<file path="src/rtl/pt_walker_pkg.sv">
package pt_walker_pkg;

  typedef enum logic [1:0] {
    ACC_READ  = 2'b00,
    ACC_WRITE = 2'b01,
    ACC_FETCH = 2'b10,
    ACC_RSVD  = 2'b11
  } acc_e;

  typedef enum logic [1:0] {
    CAUSE_NONE    = 2'b00,
    CAUSE_ABSENT  = 2'b01,
    CAUSE_RIGHTS  = 2'b10
  } cause_e;

  typedef enum logic [1:0] {
    ST_IDLE,
    ST_MREQ,
    ST_MWAIT,
    ST_RESP
  } walk_st_e;

  localparam int unsigned PTE_V_BIT = 0;
  localparam int unsigned PTE_R_BIT = 1;
  localparam int unsigned N_RIGHTS  = 3;

endpackage

</file>
<file path="src/rtl/ptw_ctrl.sv">
module ptw_ctrl
  import pt_walker_pkg::*;
(
  input  logic clk_i,
  input  logic rst_ni,
  input  logic req_valid_i,
  input  logic mem_req_ready_i,
  input  logic mem_rsp_valid_i,
  output logic req_ready_o,
  output logic accept_o,
  output logic mem_req_valid_o,
  output logic capture_o,
  output logic rsp_valid_o
);

  walk_st_e st_q, st_d;

  always_comb begin
    st_d = st_q;
    unique case (st_q)
      ST_IDLE:  if (req_valid_i)     st_d = ST_MREQ;
      ST_MREQ:  if (mem_req_ready_i) st_d = ST_MWAIT;
      ST_MWAIT: if (mem_rsp_valid_i) st_d = ST_RESP;
      ST_RESP:                       st_d = ST_IDLE;
      default:                       st_d = ST_IDLE;
    endcase
  end

  always_ff @(posedge clk_i or negedge rst_ni) begin
    if (!rst_ni) st_q <= ST_IDLE;
    else         st_q <= st_d;
  end

  assign req_ready_o     = (st_q == ST_IDLE);
  assign accept_o        = (st_q == ST_IDLE) && req_valid_i;
  assign mem_req_valid_o = (st_q == ST_MREQ);
  // stray responses outside MWAIT are dropped
  assign capture_o       = (st_q == ST_MWAIT) && mem_rsp_valid_i;
  assign rsp_valid_o     = (st_q == ST_RESP);

  AST_SINGLE_WALK: assert property (@(posedge clk_i) disable iff (!rst_ni)
    (req_valid_i && req_ready_o) |=> !req_ready_o);
  AST_RSP_PULSE: assert property (@(posedge clk_i) disable iff (!rst_ni)
    rsp_valid_o |=> (!rsp_valid_o && req_ready_o));
  AST_ONE_READ: assert property (@(posedge clk_i) disable iff (!rst_ni)
    (mem_req_valid_o && mem_req_ready_i) |=> !mem_req_valid_o);
  AST_STRAY_RSP: assert property (@(posedge clk_i) disable iff (!rst_ni)
    (req_ready_o && !req_valid_i) |=> !rsp_valid_o);

endmodule

</file>
<file path="src/rtl/ptw_pte_check.sv">
module ptw_pte_check
  import pt_walker_pkg::*;
#(
  parameter int unsigned VA_W  = 32,
  parameter int unsigned PA_W  = 32,
  parameter int unsigned PTE_W = 32,
  parameter int unsigned OFS_W = 12
) (
  input  logic [PTE_W-1:0]    pte_i,
  input  logic [1:0]          acc_i,
  input  logic [VA_W-1:0]     vaddr_i,
  output logic [PA_W-1:0]     paddr_o,
  output logic [N_RIGHTS-1:0] perm_o,
  output logic                fault_o,
  output cause_e              cause_o,
  output logic [VA_W-1:0]     fault_vaddr_o
);

  localparam int unsigned PPN_W = PA_W - OFS_W;

  logic [N_RIGHTS-1:0] rights;
  logic [N_RIGHTS-1:0] granted;
  logic                allowed;

  assign rights = pte_i[PTE_R_BIT +: N_RIGHTS];

  // one grant line per access kind; reserved kind matches none
  for (genvar k = 0; k < N_RIGHTS; k++) begin : g_grant
    assign granted[k] = (acc_i == 2'(k)) && rights[k];
  end
  assign allowed = |granted;

  always_comb begin
    paddr_o       = '0;
    perm_o        = '0;
    fault_o       = 1'b1;
    cause_o       = CAUSE_NONE;
    fault_vaddr_o = vaddr_i;
    if (!pte_i[PTE_V_BIT]) begin
      cause_o = CAUSE_ABSENT;
    end else if (!allowed) begin
      cause_o = CAUSE_RIGHTS;
    end else begin
      fault_o       = 1'b0;
      paddr_o       = {pte_i[PTE_W-1 -: PPN_W], vaddr_i[OFS_W-1:0]};
      perm_o        = rights;
      fault_vaddr_o = '0;
    end
  end

endmodule

</file>
<file path="src/rtl/pt_walker.sv">
module pt_walker
  import pt_walker_pkg::*;
#(
  parameter int unsigned VA_W   = 32,
  parameter int unsigned PA_W   = 32,
  parameter int unsigned ADDR_W = 32,
  parameter int unsigned PTE_W  = 32,
  parameter int unsigned OFS_W  = 12
) (
  input  logic                clk_i,
  input  logic                rst_ni,
  input  logic                base_we_i,
  input  logic [ADDR_W-1:0]   base_wdata_i,
  input  logic                req_valid_i,
  output logic                req_ready_o,
  input  logic [VA_W-1:0]     req_vaddr_i,
  input  logic [1:0]          req_acc_i,
  output logic                mem_req_valid_o,
  input  logic                mem_req_ready_i,
  output logic [ADDR_W-1:0]   mem_req_addr_o,
  input  logic                mem_rsp_valid_i,
  input  logic [PTE_W-1:0]    mem_rsp_data_i,
  output logic                rsp_valid_o,
  output logic [PA_W-1:0]     rsp_paddr_o,
  output logic [N_RIGHTS-1:0] rsp_perm_o,
  output logic                rsp_fault_o,
  output logic [1:0]          rsp_cause_o,
  output logic [VA_W-1:0]     rsp_fault_vaddr_o
);

  localparam int unsigned PTE_LOG2 = $clog2(PTE_W / 8);
  localparam int unsigned VPN_W    = VA_W - OFS_W;

  logic [ADDR_W-1:PTE_LOG2] base_q;
  logic [ADDR_W-1:0]        base_al, ent_addr, addr_q;
  logic [VA_W-1:0]          vaddr_q;
  logic [1:0]               acc_q;
  logic                     accept, capture;

  logic [PA_W-1:0]     chk_paddr;
  logic [N_RIGHTS-1:0] chk_perm;
  logic                chk_fault;
  cause_e              chk_cause;
  logic [VA_W-1:0]     chk_fva;

  ptw_ctrl u_ctrl (
    .clk_i           (clk_i),
    .rst_ni          (rst_ni),
    .req_valid_i     (req_valid_i),
    .mem_req_ready_i (mem_req_ready_i),
    .mem_rsp_valid_i (mem_rsp_valid_i),
    .req_ready_o     (req_ready_o),
    .accept_o        (accept),
    .mem_req_valid_o (mem_req_valid_o),
    .capture_o       (capture),
    .rsp_valid_o     (rsp_valid_o)
  );

  always_ff @(posedge clk_i or negedge rst_ni) begin
    if (!rst_ni) base_q <= '0;
    else if (base_we_i) base_q <= base_wdata_i[ADDR_W-1:PTE_LOG2];
  end

  assign base_al  = {base_q, {PTE_LOG2{1'b0}}};
  assign ent_addr = base_al + (ADDR_W'(req_vaddr_i[VA_W-1 -: VPN_W]) << PTE_LOG2);

  // address fixed at acceptance; later base writes only affect later walks
  always_ff @(posedge clk_i or negedge rst_ni) begin
    if (!rst_ni) begin
      addr_q  <= '0;
      vaddr_q <= '0;
      acc_q   <= '0;
    end else if (accept) begin
      addr_q  <= ent_addr;
      vaddr_q <= req_vaddr_i;
      acc_q   <= req_acc_i;
    end
  end

  assign mem_req_addr_o = addr_q;

  ptw_pte_check #(
    .VA_W  (VA_W),
    .PA_W  (PA_W),
    .PTE_W (PTE_W),
    .OFS_W (OFS_W)
  ) u_check (
    .pte_i         (mem_rsp_data_i),
    .acc_i         (acc_q),
    .vaddr_i       (vaddr_q),
    .paddr_o       (chk_paddr),
    .perm_o        (chk_perm),
    .fault_o       (chk_fault),
    .cause_o       (chk_cause),
    .fault_vaddr_o (chk_fva)
  );

  always_ff @(posedge clk_i or negedge rst_ni) begin
    if (!rst_ni) begin
      rsp_paddr_o       <= '0;
      rsp_perm_o        <= '0;
      rsp_fault_o       <= 1'b0;
      rsp_cause_o       <= CAUSE_NONE;
      rsp_fault_vaddr_o <= '0;
    end else if (capture) begin
      rsp_paddr_o       <= chk_paddr;
      rsp_perm_o        <= chk_perm;
      rsp_fault_o       <= chk_fault;
      rsp_cause_o       <= chk_cause;
      rsp_fault_vaddr_o <= chk_fva;
    end
  end

  AST_ADDR_ALIGNED: assert property (@(posedge clk_i) disable iff (!rst_ni)
    mem_req_valid_o |-> (mem_req_addr_o[PTE_LOG2-1:0] == '0));
  AST_REQ_HOLD: assert property (@(posedge clk_i) disable iff (!rst_ni)
    (mem_req_valid_o && !mem_req_ready_i) |=> (mem_req_valid_o && $stable(mem_req_addr_o)));
  AST_OFS_PASS: assert property (@(posedge clk_i) disable iff (!rst_ni)
    (rsp_valid_o && !rsp_fault_o) |-> (rsp_paddr_o[OFS_W-1:0] == vaddr_q[OFS_W-1:0]));
  AST_FAULT_CLEAN: assert property (@(posedge clk_i) disable iff (!rst_ni)
    (rsp_valid_o && rsp_fault_o) |-> (rsp_paddr_o == '0 && rsp_perm_o == '0
                                      && rsp_cause_o != 2'b00 && rsp_fault_vaddr_o == vaddr_q));
  AST_OK_CLEAN: assert property (@(posedge clk_i) disable iff (!rst_ni)
    (rsp_valid_o && !rsp_fault_o) |-> (rsp_cause_o == 2'b00 && rsp_fault_vaddr_o == '0));

endmodule

</file>
<file path="config.mk">
export PLATFORM = sky130hd
export DESIGN_NAME = pt_walker
export DESIGN_NICKNAME = d
export VERILOG_FILES = /design/src/rtl/pt_walker_pkg.sv /design/src/rtl/ptw_ctrl.sv /design/src/rtl/ptw_pte_check.sv /design/src/rtl/pt_walker.sv
export SDC_FILE = /design/constraint.sdc
export NUM_CORES = 1
export LEC_CHECK = 0
export BUFFER_PORTS_ARGS = -buffer_cell sky130_fd_sc_hd__buf_2
export CORE_ASPECT_RATIO = 0.7
export CORE_MARGIN = 3
export CORE_UTILIZATION = 50
export CTS_CLUSTER_SIZE = 12
export DETAILED_ROUTE_END_ITERATION = 6
export GPL_ROUTABILITY_DRIVEN = 0
export GPL_TIMING_DRIVEN = 0
export PLACE_DENSITY_LB_ADDON = 0.05
export SLEW_MARGIN = 20
export SYNTH_ARGS = -nofsm -noshare
export SYNTH_HDL_FRONTEND = slang
export SYNTH_SLANG_ARGS = --single-unit
</file>
<file path="constraint.sdc">
create_clock -name clk_i -period 5.11 [get_ports clk_i]
set_input_delay 0 -clock clk_i [delete_from_list [all_inputs] [get_ports clk_i]]
set_output_delay 0 -clock clk_i [all_outputs]
set_load 0.005 [all_outputs]
</file>
==> results.json, run 1 <==
{
  "post-route-cell-area_um2": 10300,
  "yosys-top-cells-area": "dfrtp_1 (55%), nand2_1 (14%), o21ai_0 (6.9%)",
  "vdd_ir_drop_max_uv": 263,
  "worstPathMaxFanout": 7,
  "switching_share": 0.356,
  "critPathRequiredTime_ns": 5.39,
  "nNetsFinal": 1238,
  "grt-ovfl-total": 0,
  "worst_slack_ns": 2.34,
  "start_kind": "flop",
  "drc_errors": 0,
  "dp_hpwl_um": 14600,
  "cp-end-kind": "flop",
  "relSlewSlack": 0.480,
  "ctsResizeCount": 0,
  "io_pins": 209,
  "grt_max_degree": 100,
  "max_freq_mhz": 361,
  "reg2reg_slack_ns": 2.34,
  "drv_slew": 0,
  "status": "finished, final reports clean",
  "first_iter_violations": 390,
  "multiInputGateArea_um2": 3130,
  "die_h_um": 109,
  "synth-edff-count": 0,
  "cp.arrival_ns": 3.05,
  "worst_pin_slew_ns": 0.780,
  "worstRegToRegCells": 11,
  "final_common_cell": "nand2_1",
  "cts_tree": "yes",
  "ys_ff_latch": 166,
  "period_share": 0.543,
  "dr.pass1.iters": 5,
  "numCtsBuffers": 17,
  "port_buffers": 195,
  "cts_root_buffer": "clkbuf_16",
  "initial_core_util": 0.525,
  "ant_nets": 0,
  "via_per_inst": 5.20,
  "p_leak_nw": 5.13,
  "wirelength_um": 21100,
  "clkTransAtPathRegs_ns": 0.07,
  "maxCapViolations": 0,
  "cts.htree.levels": 4,
  "power.share.clock": 0.268,
  "insertion_delay_ns": 0.43,
  "p_sw_mw": 1.79,
  "tns_ns": 0,
  "finalHoldViolCount": 0,
  "rows": 36,
  "area_growth_pct": 36.8,
  "grt_pass1_wl_um": 34300,
  "vias": 6825,
  "p_seq_frac": 0.413,
  "netlist-cell-type-count": 51,
  "synthCells": 804,
  "fillers": 1122,
  "path_class": "flop to flop",
  "powerDensity_nw_per_um2": 491,
  "drive_above_1_share": 0.234,
  "clockBufferDepth": 2,
  "hold_class": "primary input to flop",
  "cts_hold_buf": 89,
  "yosys.area.top_type": "dfrtp_1",
  "grt_pass1_vias": 6671,
  "dieArea_um2": 16600,
  "rsz0062_at_grt": "no",
  "grt.total_usage": 0.259,
  "synth_top_flop_cell": "dfrtp_1",
  "min_period_ns": 2.77,
  "yosysWarnings": 0,
  "clock-sinks": 166,
  "dp_slack_ns": 2.38,
  "min_path_cells": 5,
  "dieWidth_um": 153,
  "synth_top_area_share": 0.553,
  "regArea_um2": 4150,
  "syn_area_um2": 7520,
  "setup_viol": 0,
  "dpl-instance-area_um2": 8770,
  "synth-async-reset-ratio": 1.00,
  "skew_ns": 0.0167,
  "post_cts_buffers": 0,
  "layout_common_cells": "nand2_1 (283), buf_2 (195), dfrtp_1 (166)",
  "wl_per_cell_um": 16.1,
  "antenna_found_initial": 0,
  "synth_area_per_cell_um2": 9.35,
  "p_int_mw": 3.25,
  "yosysSeqAreaShare": 0.553,
  "p_comb_frac": 0.320,
  "num_antenna_cells": 0,
  "core-area_um2": 14300
}
synthesized netlist by cell type (all sizes together), types with 2 or more instances:
| cell type | instances |
|---|---|
| a211oi | 2 |
| a21o | 8 |
| a21oi | 18 |
| a221o | 2 |
| a31o | 3 |
| a31oi | 4 |
| and2 | 6 |
| and3 | 8 |
| buf | 4 |
| clkbuf | 42 |
| dfrtp | 166 |
| ha | 24 |
| inv | 14 |
| mux2 | 27 |
| nand2 | 283 |
| nand2b | 2 |
| nand3 | 8 |
| nand4 | 5 |
| nor2 | 15 |
| nor2b | 4 |
| o211ai | 2 |
| o21ai | 115 |
| xnor2 | 14 |
| xor2 | 8 |
layout make-up:
cell class                      instances  share of cell area
Buffer                                 46              0.0178
Timing Repair Buffer                  285               0.185
Tap cell                              190              0.0231
Multi-Input combinational cell        579               0.305
Sequential cell                       166               0.404
Clock buffer                           18              0.0427
Clock inverter                         14              0.0173
Inverter                               14             0.00511
routing by layer:
metal	GRT usage	part of all wire
met5	0	0
met4	0.0680	0.0089
met2	0.403	0.45
met1	0.379	0.48
met3	0.0480	0.063
metrics by stage:
step | cells | hold WS (ns) | total power, mW | util
floorplan | 805 | -0.296 | 2.92 | -
global placement | 1190 | 0.192 | 3.62 | 0.610
detailed placement | 1191 | -0.0109 | 3.66 | 0.612
CTS | 1312 | 0.00848 | 5.06 | 0.718
global route | 1312 | 0.0774 | 5.40 | 0.718
finish | 1312 | 0.0192 | 5.05 | 0.718
flip-flops by register name, summed over array words and instances, names as in the netlist, 2 cells and up:
| signal | flops |
|---|---|
| u_ctrl.st_q | 2 |
| acc_q | 2 |
| rsp_cause_o | 2 |
| rsp_fault_vaddr_o | 32 |
| rsp_perm_o | 3 |
| rsp_paddr_o | 32 |
| mem_req_addr_o | 30 |
| base_q | 30 |
| vaddr_q | 32 |
logic make-up (layout without fill, tap and decap cells):
logic type                 after synthesis  in the layout  synth area share
muxes                                   28             28            0.0418
DFF                                    166            166             0.553
adders and majority gates               25             25            0.0426
buffers and inverters                   60            377            0.0313
xor gates and xnor gates                22             22            0.0256
other                                    1              2          0.000499
AOI/OAI and AO/OA                      167            167             0.127
and+or+nand+nor                        335            335             0.179
worst max-delay path, stage by stage (launching register included):
cell and delay (ns):
dfrtp_1 0.35, ha_1 0.21, inv_1 0.07, fa_1 0.41, nor2b_1 0.13, o21ai_1 0.11
o21ai_2 0.21, a21o_1 0.23, a21o_1 0.24, a221o_1 0.41, a21o_1 0.17, a31oi_1 0.08
power by group through the flow:
| stage | registers (mW) | clock network [mW] | logic (mW) |
|---|---|---|---|
| 6_report | 2.08 | 1.35 | 1.61 |
| 3_3_place_gp | 2.10 | 0 | 1.52 |
| 5_1_grt | 2.14 | 1.42 | 1.84 |
| 2_1_floorplan | 2.09 | 0 | 0.827 |
| 3_5_place_dp | 2.10 | 0 | 1.56 |
| 4_1_cts | 2.08 | 1.36 | 1.62 |
path summary, 6_finish.rpt:
| kind | end | from |
|---|---|---|
| worst max-delay path | mem_req_addr_o[24]$_DFFE_PN0P_ | base_q[2]$_DFFE_PN0P_ |
| worst min-delay path | u_ctrl.st_q[1]$_DFFE_PN0P_ | mem_req_ready_i |
| worst max register to register | mem_req_addr_o[24]$_DFFE_PN0P_ | base_q[2]$_DFFE_PN0P_ |
| worst min register to register | rsp_fault_vaddr_o[28]$_DFFE_PN0P_ | rsp_fault_vaddr_o[28]$_DFFE_PN0P_ |
| max in group asynchronous | base_q[7]$_DFFE_PN0P_ | rst_ni |
| min in group asynchronous | mem_req_addr_o[20]$_DFFE_PN0P_ | rst_ni |
Note: power is estimated with default switching activity, not from simulation.
==> run 2, diff against run 1 <==
- CORE_UTILIZATION: 50 -> 47
- clock period: 5.11 -> 2.4 ns (I/O delays scaled with it)
==> results.json, run 2 (synthesis gave the netlist of run 1 again) <==
{
  "port_buffers": 195,
  "grt_max_degree": 98,
  "finalHoldViolCount": 0,
  "dp_hpwl_um": 14800,
  "min_path_cells": 5,
  "wl_per_cell_um": 16.0,
  "layout_common_cells": "nand2_1 (282), buf_2 (194), dfrtp_1 (166)",
  "reg.largest.list": "rsp_fault_vaddr_o x32, rsp_paddr_o x32, vaddr_q x32",
  "dpl-instance-area_um2": 8780,
  "critPathLaunch": "base_q[2]$_DFFE_PN0P_",
  "num_antenna_cells": 0,
  "grt_pass1_wl_um": 33700,
  "period_share": 1.01,
  "clockBufferDepth": 2,
  "finalNonFillerCells": 1330,
  "start_kind": "flop",
  "drv_slew": 0,
  "io_pins": 209,
  "max_freq_mhz": 412,
  "failed_checks": "setup timing",
  "wirelength_um": 21300,
  "initial_core_util": 0.482,
  "worstRegToRegCells": 12,
  "vias": 6751,
  "core-area_um2": 15600,
  "setup_viol": 4,
  "r2r_end": "mem_req_addr_o[30]$_DFFE_PN0P_",
  "dp_slack_ns": -0.362,
  "nNetsFinal": 1246,
  "post-route-cell-area_um2": 10500,
  "dr.pass1.iters": 5,
  "dp_cells": 1201,
  "cts_tree": "yes",
  "cts.htree.levels": 4,
  "rsz0062_at_grt": "yes",
  "die_h_um": 112,
  "insertion_delay_ns": 0.43,
  "status": "finished, violations left",
  "rows": 38,
  "skew_ns": 0.00970,
  "fillers": 1317,
  "grt.total_usage": 0.242,
  "grt-ovfl-total": 0,
  "worst_pin_slew_ns": 0.759,
  "numCtsBuffers": 17,
  "cts_root_buffer": "clkbuf_16",
  "dieWidth_um": 157,
  "relSlewSlack": 0.494,
  "ant_nets": 0,
  "min_period_ns": 2.43,
  "via_per_inst": 5.08,
  "p_leak_nw": 5.17,
  "cp-end-kind": "flop",
  "dieArea_um2": 17600,
  "path_class": "flop to flop",
  "area_growth_pct": 40.4,
  "grt_pass1_vias": 6536,
  "drc_errors": 0,
  "first_iter_violations": 476,
  "crit_path_end": "mem_req_addr_o[30]$_DFFE_PN0P_",
  "antenna_found_initial": 0,
  "reg2reg_slack_ns": -0.03,
  "r2r_start": "base_q[2]$_DFFE_PN0P_",
  "maxCapViolations": 0,
  "final_common_cell": "nand2_1",
  "critPathRequiredTime_ns": 2.71,
  "power_mw": 10.8,
  "clock-sinks": 166,
  "vdd_ir_drop_max_uv": 455,
  "worst_slack_ns": -0.0292,
  "drive_above_1_share": 0.266,
  "cp.arrival_ns": 2.74,
  "clkTransAtPathRegs_ns": 0.07,
  "hold_class": "primary input to flop",
  "powerDensity_nw_per_um2": 1020,
  "worstPathMaxFanout": 4
}
run 2: cell count changes in the layout (fill, tap and decap cells not counted), sizes merged:
cell / delta
buf: +11
clkinvlp: +3
bufinv: -1
clkbuf: -4
clkinv: -1
run 2: how the worst min path moves through the flow:
stage / start / to / slack [ns]
2_1_floorplan: rst_ni / acc_q[0]$_DFFE_PN0P_ / -0.30
3_3_place_gp: req_vaddr_i[10] / vaddr_q[10]$_DFFE_PN0P_ / 0.19
3_5_place_dp: rst_ni / base_q[20]$_DFFE_PN0P_ / 0.003
4_1_cts: req_valid_i / u_ctrl.st_q[1]$_DFFE_PN0P_ / 0.03
5_1_grt: base_we_i / base_q[4]$_DFFE_PN0P_ / 0.06
6_report: req_valid_i / u_ctrl.st_q[1]$_DFFE_PN0P_ / 0.03
run 2: through the flow:
stage	hold slack [ns]	setup TNS, ns	util
after global routing	0.0593	-0.881	0.676
after detailed placement	0.00300	-1.70	0.563
after floorplan	-0.296	0	-
after CTS	0.0285	-1.03	0.660
final	0.0346	-0.0666	0.676
after global placement	0.195	-219.54	0.561
run 2: report_power, final:
group / leakage, nW / switching, mW / total [mW] / internal (mW)
registers: 2.10 / 0.603 / 4.46 / 3.86
logic: 2.79 / 2.01 / 3.55 / 1.55
clock network: 0.281 / 1.26 / 2.74 / 1.48
total: 5.17 / 3.87 / 10.8 / 6.88
run 2: area by class of cell:
class | instances | area, um^2 | area share
multi-input cells | 579 | 3330 | 0.315
repair buffers | 295 | 2000 | 0.189
plain buffers | 44 | 184 | 0.0174
flip-flops and latches | 166 | 4150 | 0.394
inverters | 14 | 52.6 | 0.00498
clock buffers | 17 | 425 | 0.0403
well taps | 200 | 250 | 0.0237
clock inverters | 15 | 161 | 0.0153
run 2: routing by layer:
metal,share of wire,vias up,routed length [um],track usage
li1,-,3305,-,-
met1,0.50,3240,10700,0.374
met2,0.44,190,9300,0.357
met3,0.052,16,1120,0.0451
met4,0.0096,0,204,0.0474
met5,0,-,0,0
run 2: what timing repair did:
| action | in CTS | in global routing |
|---|---|---|
| hold buffers | 89 | 0 |
| setup endpoints to repair | 9 | 16 |
| pin swaps | 15 | 18 |
| hold endpoints to repair | 159 | 0 |
| buffers inserted | 2 | 8 |
| resized for setup | 7 | 40 |
run 2: critical path, cell delays in order, from the launching register on:
cell	delay (ns)
dfrtp_1	0.41
ha_4	0.19
inv_2	0.05
fa_2	0.20
nor2b_2	0.05
o21ai_2	0.16
o21ai_2	0.09
a21o_1	0.20
a21o_1	0.22
a221o_2	0.44
buf_12	0.16
nand4_1	0.06
o211ai_1	0.08
